File: config.mk
export PLATFORM = sky130hd
export DESIGN_NAME = insnSplitter
export DESIGN_NICKNAME = d
export VERILOG_FILES = /design/src/rtl/decodePkg.sv /design/src/rtl/splitCtl.sv /design/src/rtl/splitData.sv /design/src/rtl/insnSplitter.sv
export SDC_FILE = /design/constraint.sdc
export NUM_CORES = 1
export LEC_CHECK = 0
export BUFFER_PORTS_ARGS = -buffer_cell sky130_fd_sc_hd__buf_2
export CAP_MARGIN = 10
export CELL_PAD_IN_SITES_DETAIL_PLACEMENT = 0
export CELL_PAD_IN_SITES_GLOBAL_PLACEMENT = 2
export CORE_MARGIN = 8
export CORE_UTILIZATION = 15
export DETAILED_ROUTE_END_ITERATION = 10
export PLACE_DENSITY = 0.84
export RECOVER_POWER = 50
export SYNTH_ARGS = -nofsm -noshare
export SYNTH_HDL_FRONTEND = slang
export SYNTH_SLANG_ARGS = --single-unit
File: constraint.sdc
create_clock -name vclk -period 5.6
set_input_delay 1.12 -clock vclk [all_inputs]
set_output_delay 1.12 -clock vclk [all_outputs]
set_load 0.005 [all_outputs]
File: src/rtl/decodePkg.sv
package decodePkg;
  localparam int WORD_BYTES = 8;
  localparam int WIN_BYTES  = WORD_BYTES + 2;
  localparam int LEN_W      = $clog2(WIN_BYTES + 1);
  localparam logic [3:0] REG_NONE = 4'hF;

  localparam logic [3:0] OP_HALT  = 4'h0;
  localparam logic [3:0] OP_NOP   = 4'h1;
  localparam logic [3:0] OP_MOVE  = 4'h2;
  localparam logic [3:0] OP_IMM   = 4'h3;
  localparam logic [3:0] OP_STORE = 4'h4;
  localparam logic [3:0] OP_LOAD  = 4'h5;
  localparam logic [3:0] OP_ALU   = 4'h6;
  localparam logic [3:0] OP_JUMP  = 4'h7;
  localparam logic [3:0] OP_CALL  = 4'h8;
  localparam logic [3:0] OP_RET   = 4'h9;
  localparam logic [3:0] OP_PUSH  = 4'hA;
  localparam logic [3:0] OP_POP   = 4'hB;

  typedef struct packed {
    logic             useRegs;
    logic             constAt1;
    logic             constAt2;
    logic [LEN_W-1:0] len;
  } ctlStrobes_t;
endpackage

File: src/rtl/splitCtl.sv
module splitCtl
  import decodePkg::*;
(
  input  logic [7:0]  opByte,
  input  logic [7:0]  regByte,
  output ctlStrobes_t strb,
  output logic        bad
);
  logic [3:0] op, fn, rHi, rLo, fnMax;
  logic       opOk, regOk;

  assign op  = opByte[7:4];
  assign fn  = opByte[3:0];
  assign rHi = regByte[7:4];
  assign rLo = regByte[3:0];

  always_comb begin
    strb.useRegs  = 1'b0;
    strb.constAt1 = 1'b0;
    strb.constAt2 = 1'b0;
    strb.len      = LEN_W'(1);
    opOk  = 1'b1;
    regOk = 1'b1;
    fnMax = 4'd0;
    case (op)
      OP_HALT, OP_NOP, OP_RET: ;
      OP_MOVE: begin
        strb.useRegs = 1'b1;
        strb.len     = LEN_W'(2);
        fnMax        = 4'd6;
      end
      OP_ALU: begin
        strb.useRegs = 1'b1;
        strb.len     = LEN_W'(2);
        fnMax        = 4'd3;
      end
      OP_IMM: begin
        strb.useRegs  = 1'b1;
        strb.constAt2 = 1'b1;
        strb.len      = LEN_W'(WIN_BYTES);
        regOk         = (rHi == REG_NONE);
      end
      OP_STORE, OP_LOAD: begin
        strb.useRegs  = 1'b1;
        strb.constAt2 = 1'b1;
        strb.len      = LEN_W'(WIN_BYTES);
      end
      OP_JUMP: begin
        strb.constAt1 = 1'b1;
        strb.len      = LEN_W'(WORD_BYTES + 1);
        fnMax         = 4'd6;
      end
      OP_CALL: begin
        strb.constAt1 = 1'b1;
        strb.len      = LEN_W'(WORD_BYTES + 1);
      end
      OP_PUSH, OP_POP: begin
        strb.useRegs = 1'b1;
        strb.len     = LEN_W'(2);
        regOk        = (rLo == REG_NONE);
      end
      default: opOk = 1'b0;
    endcase
    bad = !opOk || (fn > fnMax) || !regOk;
  end
endmodule

File: src/rtl/splitData.sv
module splitData
  import decodePkg::*;
#(
  parameter int PC_W = 64
) (
  input  logic [PC_W-1:0]        pcIn,
  input  logic [8*WIN_BYTES-1:0] window,
  input  ctlStrobes_t            strb,
  output logic [3:0]             icode,
  output logic [3:0]             ifun,
  output logic [3:0]             regA,
  output logic [3:0]             regB,
  output logic [8*WORD_BYTES-1:0] valC,
  output logic [LEN_W-1:0]       instLen,
  output logic [PC_W-1:0]        pcNext
);
  assign icode = window[7:4];
  assign ifun  = window[3:0];
  assign regA  = strb.useRegs ? window[15:12] : REG_NONE;
  assign regB  = strb.useRegs ? window[11:8]  : REG_NONE;

  for (genvar k = 0; k < WORD_BYTES; k++) begin : g_constByte
    always_comb begin
      if (strb.constAt1)      valC[8*k +: 8] = window[8*(k+1) +: 8];
      else if (strb.constAt2) valC[8*k +: 8] = window[8*(k+2) +: 8];
      else                    valC[8*k +: 8] = 8'h00;
    end
  end

  assign instLen = strb.len;
  assign pcNext  = pcIn + PC_W'(strb.len);
endmodule

File: src/rtl/insnSplitter.sv
module insnSplitter
  import decodePkg::*;
#(
  parameter int PC_W = 64
) (
  input  logic [PC_W-1:0]         pcIn,
  input  logic [8*WIN_BYTES-1:0]  window,
  output logic [3:0]              icode,
  output logic [3:0]              ifun,
  output logic [3:0]              regA,
  output logic [3:0]              regB,
  output logic [8*WORD_BYTES-1:0] valC,
  output logic [LEN_W-1:0]        instLen,
  output logic [PC_W-1:0]         pcNext,
  output logic                    badInstr
);
  ctlStrobes_t strb;

  splitCtl i_ctl (
    .opByte (window[7:0]),
    .regByte(window[15:8]),
    .strb   (strb),
    .bad    (badInstr)
  );

  splitData #(.PC_W(PC_W)) i_data (
    .pcIn   (pcIn),
    .window (window),
    .strb   (strb),
    .icode  (icode),
    .ifun   (ifun),
    .regA   (regA),
    .regB   (regB),
    .valC   (valC),
    .instLen(instLen),
    .pcNext (pcNext)
  );
endmodule

## Word level (Yosys, flattened, before mapping)

Cells that the tools add are included.
W data, S select, Z words.

- Add/subtract/negate cells: 1
- Magnitude comparators: 1
- Equal/unequal tests: 13
- Muxes and demuxes: 25
- Reductions and logical operators: 12

Operators by type and width:

| kind | number |
|---|---|
| $mux W8 | 16 |
| $add A64 B4 Y64 | 1 |
| $eq A4 B4 Y1 const B | 6 |
| $eq A4 B3 Y1 const B | 4 |
| $pmux W4 S3 | 1 |
| $reduce_or A12 Y1 | 1 |
| $eq A4 B2 Y1 const B | 2 |
| $mux W4 | 2 |
| $reduce_or A7 Y1 | 1 |
| $pmux W3 S2 | 1 |
| $reduce_or A2 Y1 | 3 |
| $eq A4 B1 Y1 const B | 1 |
| $gt A4 B3 Y1 | 1 |
| $logic_not A4 Y1 | 1 |
| $mux W1 | 4 |
| $reduce_or A4 Y1 | 1 |
| $reduce_or A3 Y1 | 1 |
| $logic_not A1 Y1 | 2 |
| $logic_or A1 B1 Y1 | 2 |
| $pmux W1 S2 | 1 |

- Register bits after elaboration: 0
- Input bits: 144
- Output and inout bits: 149
- Logic and storage cells: 52

## Depth between registers and ports, before layout

Gate-level depths: netlist of the first run.

- Word-level depth: 6
- Mapped depth: 13
- Mapped depth without buffers: 10

## By module

A second synthesis of the first run with hierarchy kept.

- Cell total of the unflattened synthesis: 366
- Area total of the unflattened synthesis: 2,585.0 um2

By module, submodules not included:

| module | times used | cells an instance | area an instance (um2) | sequential area each (um2) |
|---|---|---|---|---|
| splitData | 1 | 331 | 2,334.7 | 0.0 |
| splitCtl | 1 | 35 | 250.2 | 0.0 |

## Worst setup path before layout of the first run

Ideal clock, no wire load.

- Path type: input port to output port
- From: in window[5]
- To: out pcNext[61]
- Data arrival time: 4,001 ps
- Slack: 479 ps
- Cell stages on the path: 13
- Path through: clkbuf_1 nand2b_1 a21oi_1 nor2_1 clkbuf_1 inv_1 ha_1 a21oi_2 nor4_2 nand4_4 buf_6 nor3_2 xor2_1

- Cells in the longest elaborated chain, start to end: 4

RTL lines:

| element | line | RTL |
|---|---|---|
| from (decl) | insnSplitter.sv:7 | `input logic [8*WIN_BYTES-1:0] window,` |
| $eq A4 B2 Y1 (tied with other cells) | splitCtl.sv:25 | `case (op)` |
| $reduce_or A4 Y1 (no source line) (tied with other cells) | -- |  |
| $pmux W4 S3 (*) | splitCtl.sv:25 |  |
| net instLen[3] | insnSplitter.sv:13 | `output logic [LEN_W-1:0] instLen,` |
| $add A64 B4 Y64 (*) | splitData.sv:31 | `assign pcNext = pcIn + PC_W'(strb.len);` |
| to (decl) | insnSplitter.sv:14 | `output logic [PC_W-1:0] pcNext,` |

The timed path passes the listed nets; every way through them passes the cells marked *.

## Worst setup path in the final report of the first run

- From: in window[7]
- To: out pcNext[51]

- Cells in the longest elaborated chain, start to end: 4

RTL lines:

| element | line |
|---|---|
| $eq A4 B2 Y1 (tied with other cells) | splitCtl.sv:25 |
| $reduce_or A4 Y1 (no source line) (tied with other cells) | -- |
| $pmux W4 S3 (*) | splitCtl.sv:25 |
| $add A64 B4 Y64 (*) | splitData.sv:31 |

Every way passes the cells marked *; elsewhere a longest branch is shown, timed or not.

==> metrics.csv, run 1 <==
stage;metric;value;unit
power_and_ir_drop;pwr dens;66.7;nW/um^2
setup_path;CP Buf/Inv Count;5;
sta;Tcrit/Tclk final;89.7;%
power_and_ir_drop;maximum VDD drop;21.4;uV
placement;DP Cell Count;973;
global_routing;gr usage total;12.8;%
placement;port buffer count;292;
sta;Slew headroom;26.8;%
setup_path;Crit path max-delay family;simple AND/OR/NAND/NOR gates;
setup_path;endpoint type of the worst setup path;primary output;
floorplan;total die area;23100;sq um
setup_path;critical path fanouts, max;18;
global_routing;antenna violations before repair;3;
worst_hold_path;hold path cells;2;
setup_path;Critical Path End;pcNext[51];
outcome;status;finished clean;
floorplan;Starting Density;15.4;%
finish;fill count;2177;
sta;Slew Viols, Final;0;
floorplan;Placeable Area;18000;sq um
placement;DP Wirelength;14200;um
setup_path;critical path's most frequent cell;clkbuf_1;
sta;final setup fails;0;
finish;Final Non-Filler Cells;976;
sta;Hold Fails Final Rpt;0;
sta;setup_tns;0;ns
synth;Yosys warning total;0;
setup_path;CP required;4.48;ns
drt;Remaining DRCs;0;
cts;CTS-repair resized insts;0;
synth;distinct cell type count after synthesis;45;
drt;Avg WL per Cell;16.4;um
sta;worst hold margin;2.45;ns
synth;synthesized cell area;2770;sq um
power_and_ir_drop;LEAKAGE;2.08;nW
floorplan;I/O Pins;293;
setup_path;Max stage delay on crit path;0.40;ns
job;maxcap violations;0;
setup_path;Crit. path cell count;13;
floorplan;Die W;152;um
drt;via count;4341;
setup_path;start point of the critical path;window[7];
global_routing;vias in the first global route;4546;
setup_path;critical path, cell by cell;clkbuf_1 -> nor4b_1 -> clkbuf_1 -> nor2_4 -> inv_1 -> ha_1 -> a211oi_1 -> nor4_2 -> buf_4 -> nand4_4 -> nor4_1 -> xor2_1 -> buf_2;
synth;synthesized area per cell;5.75;sq um
floorplan;Site Rows;49;
sta;Final Critical Period;5.03;ns
setup_path;critical path type;in -> out;
global_routing;Remaining Overflow, GRT;0;
sta;unrepaired setup endpoints after global routing;false;
finish;Seq cells;0;
synth;synthesized net count;633;
finish;share of cells above drive strength 1;35.6;%
setup_path;Setup crit start kind;primary input;
setup_path;crit path max-delay cell type;nor4_1;
worst_hold_path;worst hold path type;in -> out;
placement;GPL Wtd Cong;0.879;
synth;synthesized instance count;482;
finish;Layout Utilization;24.0;%
finish;FF/Latch Area;0;sq um
drt;first drt pass iteration count;6;
setup_path;critical path arrival;3.91;ns
finish;area delta synth->final;55.9;%
finish;Nets;900;
global_routing;largest net degree at the start of global routing;64;
finish;antenna diode count;0;
power_and_ir_drop;Power Total;0.000288;W
drt;final wirelength;16000;um
global_routing;global-route wire length before repair;24800;um
sta;fmax;199;MHz
finish;final-layout clock buffer total;0;
drt;Routed Antenna Nets;0;
floorplan;Die Y;152;um
drt;initial drt markers;135;
drt;routed vias/inst;4.45;
sta;Slew @ Worst Pin;1.10;ns
synth;share of the yosys chip area belonging to registers;0;%
## area by class of cell
| cell class | instances | area (sq um) | share of cell area (%) |
|---|---|---|---|
| multi-input combinational | 432 | 2540 | 58.8 |
| timing repair buffer | 301 | 1440 | 33.4 |
| inverter | 14 | 52.6 | 1.22 |
| tap | 229 | 287 | 6.64 |
## synthesized netlist by cell type, types with 2 or more instances
library cell	n	area share, %
a21o_1	3	0.81
a21oi_1	66	12
and2_1	4	0.90
and3_1	7	1.6
and4_1	6	1.9
buf_2	7	1.3
buf_4	9	2.4
buf_6	2	0.81
clkbuf_1	18	2.4
ha_1	6	2.7
inv_1	14	1.9
nand2_1	155	21
nand2b_1	4	0.90
nand3_1	17	3.1
nand4_1	16	3.6
nand4_4	2	1.5
nor2_1	19	2.6
nor2b_1	2	0.45
nor3_1	11	2.0
nor3_2	6	2.2
nor4_1	9	2.0
nor4_2	4	1.8
nor4_4	3	2.3
o21ai_0	3	0.54
or2_2	9	2.0
xnor2_1	27	8.5
xor2_1	35	11
## kinds of logic (layout without fill, tap and decap cells)
family	after synthesis	in the layout	synth area share [%]
buf+inv	50	315	8.85
fa+ha+maj	7	7	3.43
mux	1	1	0.361
other cells	1	1	0.135
simple gates	283	283	52.6
compound gates	78	78	15.0
xor+xnor	62	62	19.6
## cells in the final DEF, fill, tap and decap left out, types with 2 or more instances in the layout
master	Yosys	final
a21o_1	3	3
a21oi_1	66	65
and2_1	4	4
and3_1	7	7
and4_1	6	6
buf_2	7	227
buf_4	9	7
clkbuf_1	18	66
ha_1	6	6
inv_1	14	14
nand2_1	155	155
nand2b_1	4	4
nand3_1	17	17
nand4_1	16	16
nand4_4	2	2
nor2_1	19	18
nor2b_1	2	2
nor3_1	11	11
nor3_2	6	6
nor4_1	9	9
nor4_2	4	4
nor4_4	3	3
o21ai_0	3	3
or2_2	9	9
xnor2_1	27	27
xor2_1	35	35
## worst min path at each step
stage / start / to / slack, ns
global route: window[3] / ifun[3] / 2.46
global placement: window[0] / ifun[0] / 2.43
CTS: window[3] / ifun[3] / 2.44
finish: window[3] / ifun[3] / 2.45
detailed placement: window[3] / ifun[3] / 2.43
floorplan: pcIn[11] / pcNext[11] / 2.30
## stage by stage
stage,instance area [sq um],worst slack (ns)
2_1_floorplan,2770,0.479
3_3_place_gp,4400,0.370
3_5_place_dp,4400,0.257
4_1_cts,4400,0.245
5_1_grt,4320,0.160
6_report,4320,0.575
## layer usage
metal / up-vias / share of wire [%] / routed length [um] / track usage [%]
li1: 2168 / - / - / -
met5: - / 0.24 / 38 / 0
met3: 14 / 11 / 1770 / 5.76
met2: 218 / 49 / 7780 / 23.5
met4: 6 / 0.91 / 146 / 1.04
met1: 1935 / 39 / 6290 / 13.7
## where the power goes
| group | switching, W | leakage (nW) | total [W] | internal, W |
|---|---|---|---|---|
| logic | 0.000167 | 2.08 | 0.000288 | 0.000121 |
| clock network | 0 | 0 | 0 | 0 |
| registers | 0 | 0 | 0 | 0 |
## repair_timing
item,in CTS,in global routing
endpoints found under the setup margin,0,4
setup buffers,0,3
hold buffers,0,0
No activity file was read; power rests on OpenSTA's default activity.
==> run 2: changes to the inputs <==
ABC_AREA = 1   (was not set)
CORE_UTILIZATION = 16   (was 15)
SKIP_LAST_GASP = 1   (was not set)
==> run 2 against run 1 <==
Effect of this change:
- the flow now finishes with violations (capacitance limit, slew limit)
- combinational power is 12% higher
- area after synthesis is 24% higher
- core utilization is 0.17 points lower
- non-clock buffer count is 6 lower
- fmax is 4.1% higher
- die area is 14% higher
- flip-flop and latch count stayed put
- synthesized cell count is 48% higher
- cell area is 16% higher
- routed wire length is 32% higher
- global-route usage is 2.4 points higher
- count of clock-buffer cells in the layout stayed put
- critical path type unchanged
- critical endpoint is now pcNext[58]
- largest cell class unchanged
- highest routed layer unchanged
==> metrics.csv, run 2 <==
stage;metric;value;unit;change
sta;unrepaired setup endpoints after global routing;false;;
global_routing;gr usage total;15.2;%;+2.4 points
sta;fmax;207;MHz;+4.1%
outcome;status;finished with violations;;
synth;synthesized area per cell;4.81;sq um;-16%
setup_path;Max stage delay on crit path;0.41;ns;about the same
finish;final-layout clock buffer total;0;;unchanged
synth;post-synth top area share;26.0;%;+5.0 points
finish;fill count;2567;;+18%
power_and_ir_drop;LEAKAGE;2.55;nW;+23%
drt;Avg WL per Cell;16.9;um;+2.7%
drt;initial drt markers;182;;+35%
setup_path;critical path fanouts, max;8;;-10
global_routing;vias in the first global route;5606;;+23%
synth;synth top area cells;nand2_1, nor2_1, a21oi_1;;
worst_hold_path;worst hold path type;in -> out;;
drt;via count;5406;;+25%
placement;GPL Wtd Cong;0.963;;+9.6%
setup_path;critical path type;in -> out;;
finish;Seq cells;0;;unchanged
setup_path;Critical Path End;pcNext[58];;
finish;area delta synth->final;46.0;%;
synth;share of the yosys chip area belonging to registers;0;%;unchanged
outcome;violated checks;capacitance limit, slew limit;;
placement;port buffer count;292;;unchanged
setup_path;Setup crit start kind;primary input;;
synth;Commonest cells post-synth;nand2_1, nor2_1, inv_1;;
finish;commonest non-fill, non-tap cells in the layout;nand2_1, buf_2, nor2_1;;
setup_path;critical path's most frequent cell;nand2_1;;
drt;Routed Antenna Nets;0;;unchanged
global_routing;Remaining Overflow, GRT;0;;unchanged
floorplan;Site Rows;53;;+8.2%
finish;FF/Latch Area;0;sq um;unchanged
setup_path;crit path max-delay cell type;fa_1;;
finish;share of cells above drive strength 1;26.8;%;-8.8 points
setup_path;endpoint type of the worst setup path;primary output;;
synth;area leader, netlist;nand2_1;;
finish;Nets;1135;;+26%
synth;most numerous cell in the Yosys netlist;nand2_1;;
finish;most common cell after layout, fill and taps aside;nand2_1;;
synth;synthesized instance count;712;;+48%
sta;Slew Viols, Final;97;;+97
drt;routed vias/inst;4.29;;-3.5%
sta;final setup fails;0;;unchanged
finish;Multi-input gate area;2900;sq um;+14%
floorplan;Starting Density;16.3;%;+0.92 points
sta;setup_tns;0;ns;unchanged
floorplan;Die Y;162;um;+6.9%
synth;distinct cell type count after synthesis;31;;-31%
sta;Final Critical Period;4.83;ns;-0.199 ns
cts;Setup Fix Bufs, Post-CTS;0;;unchanged
power_and_ir_drop;maximum VDD drop;24.7;uV;+15%
drt;Remaining DRCs;0;;unchanged
synth;synthesized cell area;3420;sq um;+24%
floorplan;I/O Pins;293;;unchanged
finish;Layout Utilization;23.8;%;-0.17 points
cts;Hold Buf Count CTS;0;;unchanged
floorplan;total die area;26300;sq um;+14%
job;maxcap violations;1;;+1
setup_path;critical path, cell by cell;clkbuf_1 -> nand2_1 -> inv_1 -> nand2_1 -> nand2_1 -> inv_2 -> nand3_1 -> inv_1 -> ha_1 -> fa_1 -> nand3_1 -> nand2_2 -> nand3_2 -> inv_1 -> nand2_1 -> inv_2 -> nand2_1 -> nand2_1 -> nand2_1 -> buf_2;;
placement;DP Wirelength;19500;um;+38%
sta;Hold Fails Final Rpt;0;;unchanged
global_routing;largest net degree at the start of global routing;97;;+52%
sta;Slew headroom;-9.53;%;-36 points
synth;Yosys warning total;0;;unchanged
setup_path;CP required;4.48;ns;about the same
setup_path;critical path arrival;3.71;ns;-0.20 ns
cts;CTS-repair resized insts;0;;unchanged
synth;synthesized net count;863;;+36%
sta;Slew @ Worst Pin;1.64;ns;+0.546 ns
global_routing;global-route wire length before repair;31600;um;+27%
global_routing;antenna violations before repair;4;;+1
drt;first drt pass iteration count;4;;-2
floorplan;Die W;162;um;+6.9%
floorplan;Placeable Area;21000;sq um;+17%
setup_path;start point of the critical path;window[5];;
sta;Tcrit/Tclk final;86.2;%;-3.6 points
power_and_ir_drop;pwr dens;64.5;nW/um^2;-3.3%
drt;final wirelength;21200;um;+32%
run 2: how the worst min path moves through the flow:
stage | startpoint | slack, ns | to | cells after the start
4_1_cts | window[0] | 2.43 | ifun[0] | 2
2_1_floorplan | pcIn[11] | 2.30 | pcNext[11] | 1
5_1_grt | window[0] | 2.44 | ifun[0] | 2
3_3_place_gp | window[0] | 2.43 | ifun[0] | 2
6_report | window[0] | 2.43 | ifun[0] | 2
3_5_place_dp | window[0] | 2.43 | ifun[0] | 2
run 2: area by class of cell:
cell class                      instances  area share [%]
Multi-Input combinational cell        594            58.0
Timing Repair Buffer                  295            28.0
Inverter                               93            6.98
Antenna cell                            2           0.100
Tap cell                              275            6.88
run 2: cell families (layout without fill, tap and decap cells):
kind of cell | count (synthesis) | after routing | share of synthesized area [%]
AOI/OAI and AO/OA | 110 | 110 | 16.3
xor gates and xnor gates | 39 | 39 | 9.97
adders and majority gates | 7 | 7 | 2.78
buffers and inverters | 118 | 388 | 15.1
other | 1 | 3 | 0.110
and+or+nand+nor | 437 | 437 | 55.8
run 2: through the flow:
stage / hold WS [ns] / power, W / instance area (sq um) / instances / worst slack (ns)
floorplan: 2.30 / 0.000146 / 3420 / 712 / 1.50
global placement: 2.43 / 0.000342 / 5100 / 1257 / 0.983
detailed placement: 2.43 / 0.000340 / 5100 / 1257 / 0.986
CTS: 2.43 / 0.000342 / 5100 / 1257 / 0.980
global route: 2.44 / 0.000363 / 5000 / 1258 / 0.353
finish: 2.43 / 0.000323 / 5000 / 1259 / 0.774
run 2: power by group:
| group | switching, W | total, W | internal, W |
|---|---|---|---|
| Sequential | 0 | 0 | 0 |
| Clock | 0 | 0.0000000000478 | 0.0000000000478 |
| Combinational | 0.000196 | 0.000323 | 0.000127 |
| Total | 0.000196 | 0.000323 | 0.000127 |
run 2: critical path, delay by kind of cell:
family / cells / cell delay, ns
AND/OR/NAND/NOR: 11 / 1.14
buffers and inverters: 7 / 0.74
adder cells (fa/ha/maj): 2 / 0.68
run 2: per-layer routing:
layer	up-vias	global-route usage, %	routed length (um)
met5	-	0	45
met2	242	28.5	10500
met1	2369	16.3	8140
met4	6	2.86	490
li1	2762	-	-
met3	27	5.01	2100
==> run 3: changes to the inputs <==
PLACE_DENSITY = 0.94   (was 0.84)
==> run 3 against run 2 <==
Effect of this change:
- the flow now finishes without violations
- routed wire length is 0.45% lower
- die area did not move
- first-iteration DRC count up 19%
- worst setup slack worse by 0.083 ns
- sequential share of layout area is the same
- core utilization about the same
- highest routed layer unchanged
==> metrics.csv, run 3 (synthesis gave the netlist of run 2 again) <==
stage;metric;value;unit;change
power_and_ir_drop;clock share of power;0;%;unchanged
setup_path;Setup crit start kind;primary input;;
global_routing;gr usage total;14.8;%;-0.38 points
finish;fill count;2547;;-0.78%
setup_path;CP required;4.48;ns;about the same
power_and_ir_drop;Int Power;0.000126;W;-0.75%
sta;Final Critical Period;4.91;ns;+0.0830 ns
setup_path;endpoint type of the worst setup path;primary output;;
floorplan;Die W;162;um;unchanged
finish;FF/Latch Area;0;sq um;unchanged
global_routing;global-route wire length before repair;30800;um;-2.6%
drt;Remaining DRCs;0;;unchanged
sta;unrepaired setup endpoints after global routing;false;;
sta;setup_tns;0;ns;unchanged
cts;CTS-repair resized insts;0;;unchanged
finish;Final Non-Filler Cells;1263;;+0.32%
placement;GPL Wtd Cong;0.985;;+2.2%
global_routing;Remaining Overflow, GRT;0;;unchanged
drt;initial drt markers;217;;+19%
sta;fmax;204;MHz;-1.7%
power_and_ir_drop;pwr dens;64.2;nW/um^2;-0.56%
sta;Tcrit/Tclk final;87.7;%;+1.5 points
global_routing;largest net degree at the start of global routing;38;;-61%
sta;Slew headroom;37.7;%;+47 points
worst_hold_path;worst hold path type;in -> out;;
drt;Routed Antenna Nets;0;;unchanged
finish;most common cell after layout, fill and taps aside;nand2_1;;
power_and_ir_drop;P_sw;0.000195;W;-0.10%
finish;share of cells above drive strength 1;26.7;%;-0.054 points
placement;DP Wirelength;19500;um;about the same
sta;final setup fails;0;;unchanged
finish;Seq cells;0;;unchanged
floorplan;Site Rows;53;;unchanged
drt;first drt pass iteration count;4;;unchanged
drt;final wirelength;21100;um;-0.45%
finish;final-layout clock buffer total;0;;unchanged
finish;commonest non-fill, non-tap cells in the layout;nand2_1, buf_2, nor2_1;;
setup_path;critical path arrival;3.79;ns;+0.08 ns
sta;Slew Viols, Final;0;;-100%
global_routing;vias in the first global route;5541;;-1.2%
cts;Setup Fix Bufs, Post-CTS;0;;unchanged
setup_path;critical path fanouts, max;8;;unchanged
sta;Hold Fails Final Rpt;0;;unchanged
placement;DP Cell Count;1259;;+0.16%
outcome;status;finished clean;;
floorplan;Starting Density;16.3;%;unchanged
drt;Avg WL per Cell;16.7;um;-0.77%
power_and_ir_drop;LEAKAGE;2.57;nW;+0.71%
floorplan;Placeable Area;21000;sq um;unchanged
cts;Hold Buf Count CTS;0;;unchanged
setup_path;start point of the critical path;window[7];;
drt;routed vias/inst;4.28;;-0.41%
sta;Slew @ Worst Pin;0.932;ns;-0.711 ns
power_and_ir_drop;Sw Share;60.8;%;+0.16 points
floorplan;Die Y;162;um;unchanged
power_and_ir_drop;combinational power share;100.0;%;about the same
finish;Nets;1137;;+0.18%
placement;port buffer count;292;;unchanged
finish;Layout Utilization;23.8;%;+0.048 points
floorplan;total die area;26300;sq um;unchanged
power_and_ir_drop;maximum VDD drop;31.5;uV;+27%
finish;area delta synth->final;46.3;%;
power_and_ir_drop;sequential power share;0;%;unchanged
worst_hold_path;Hold Crit Start;window[0];;
floorplan;I/O Pins;293;;unchanged
drt;via count;5401;;-0.092%
global_routing;antenna violations before repair;6;;+2
sta;worst hold margin;2.43;ns;-0.00112 ns
job;maxcap violations;0;;-1
setup_path;critical path type;in -> out;;
==> run 3: changes by cell type in the layout (fill, tap and decap cells not counted) <==
cell     before  now
buf_2       228  230
diode_2       2    4
nand2_1     238  239
nand2_2      10    9
nor2_1      111  112
nor2_2        6    5
or2_0         2    1
or2_1         4    5
==> run 3: final timing paths <==
path                      to  slack (ns)  cells past startpoint
setup / recovery  pcNext[62]        0.69                     18
hold / removal       ifun[0]        2.43                      2
==> run 3: final cells by class <==
type               instances  area, sq um  share of cell area [%]
multi-input cells        594         2900                    57.8
repair buffers           297         1410                    28.2
inverters                 93          349                    6.97
well taps                275          344                    6.87
diodes                     4         10.0                   0.200
==> run 3: stage by stage <==
stage / worst slack (ns) / power [W] / cell area [sq um]
2_1_floorplan: 1.50 / 0.000146 / 3420
3_3_place_gp: 1.01 / 0.000342 / 5100
3_5_place_dp: 0.921 / 0.000338 / 5100
4_1_cts: 0.912 / 0.000340 / 5100
5_1_grt: 0.380 / 0.000361 / 5010
6_report: 0.691 / 0.000321 / 5010
==> run 3: power by group through the flow <==
stage               registers [W]  clock network (W)  logic, W
CTS                             0                  0  0.000340
global route                    0    0.0000000000957  0.000361
detailed placement              0                  0  0.000338
floorplan                       0                  0  0.000146
finish                          0    0.0000000000958  0.000321
global placement                0                  0  0.000342
==> run 3: metal layers <==
layer  share of wire [%]  global-route usage [%]  vias to the layer above
met5               0.057                       0                        -
met4                 1.8                    3.28                        2
met3                 9.8                    4.53                       25
met2                  50                    28.2                      260
met1                  38                    15.6                     2338
li1                    -                       -                     2776
==> run 3: critical path, cell delays in order <==
cell	delay (ns)
clkbuf_1	0.22
nor2_1	0.10
nand2_1	0.10
nand2_1	0.09
inv_2	0.07
nand3_1	0.21
inv_1	0.29
ha_1	0.29
fa_1	0.23
nand3_1	0.10
nand2_2	0.19
nand2_2	0.14
nor2_4	0.14
nand2_1	0.13
nor2_1	0.13
nand2_1	0.05
nand2_1	0.06
buf_2	0.11
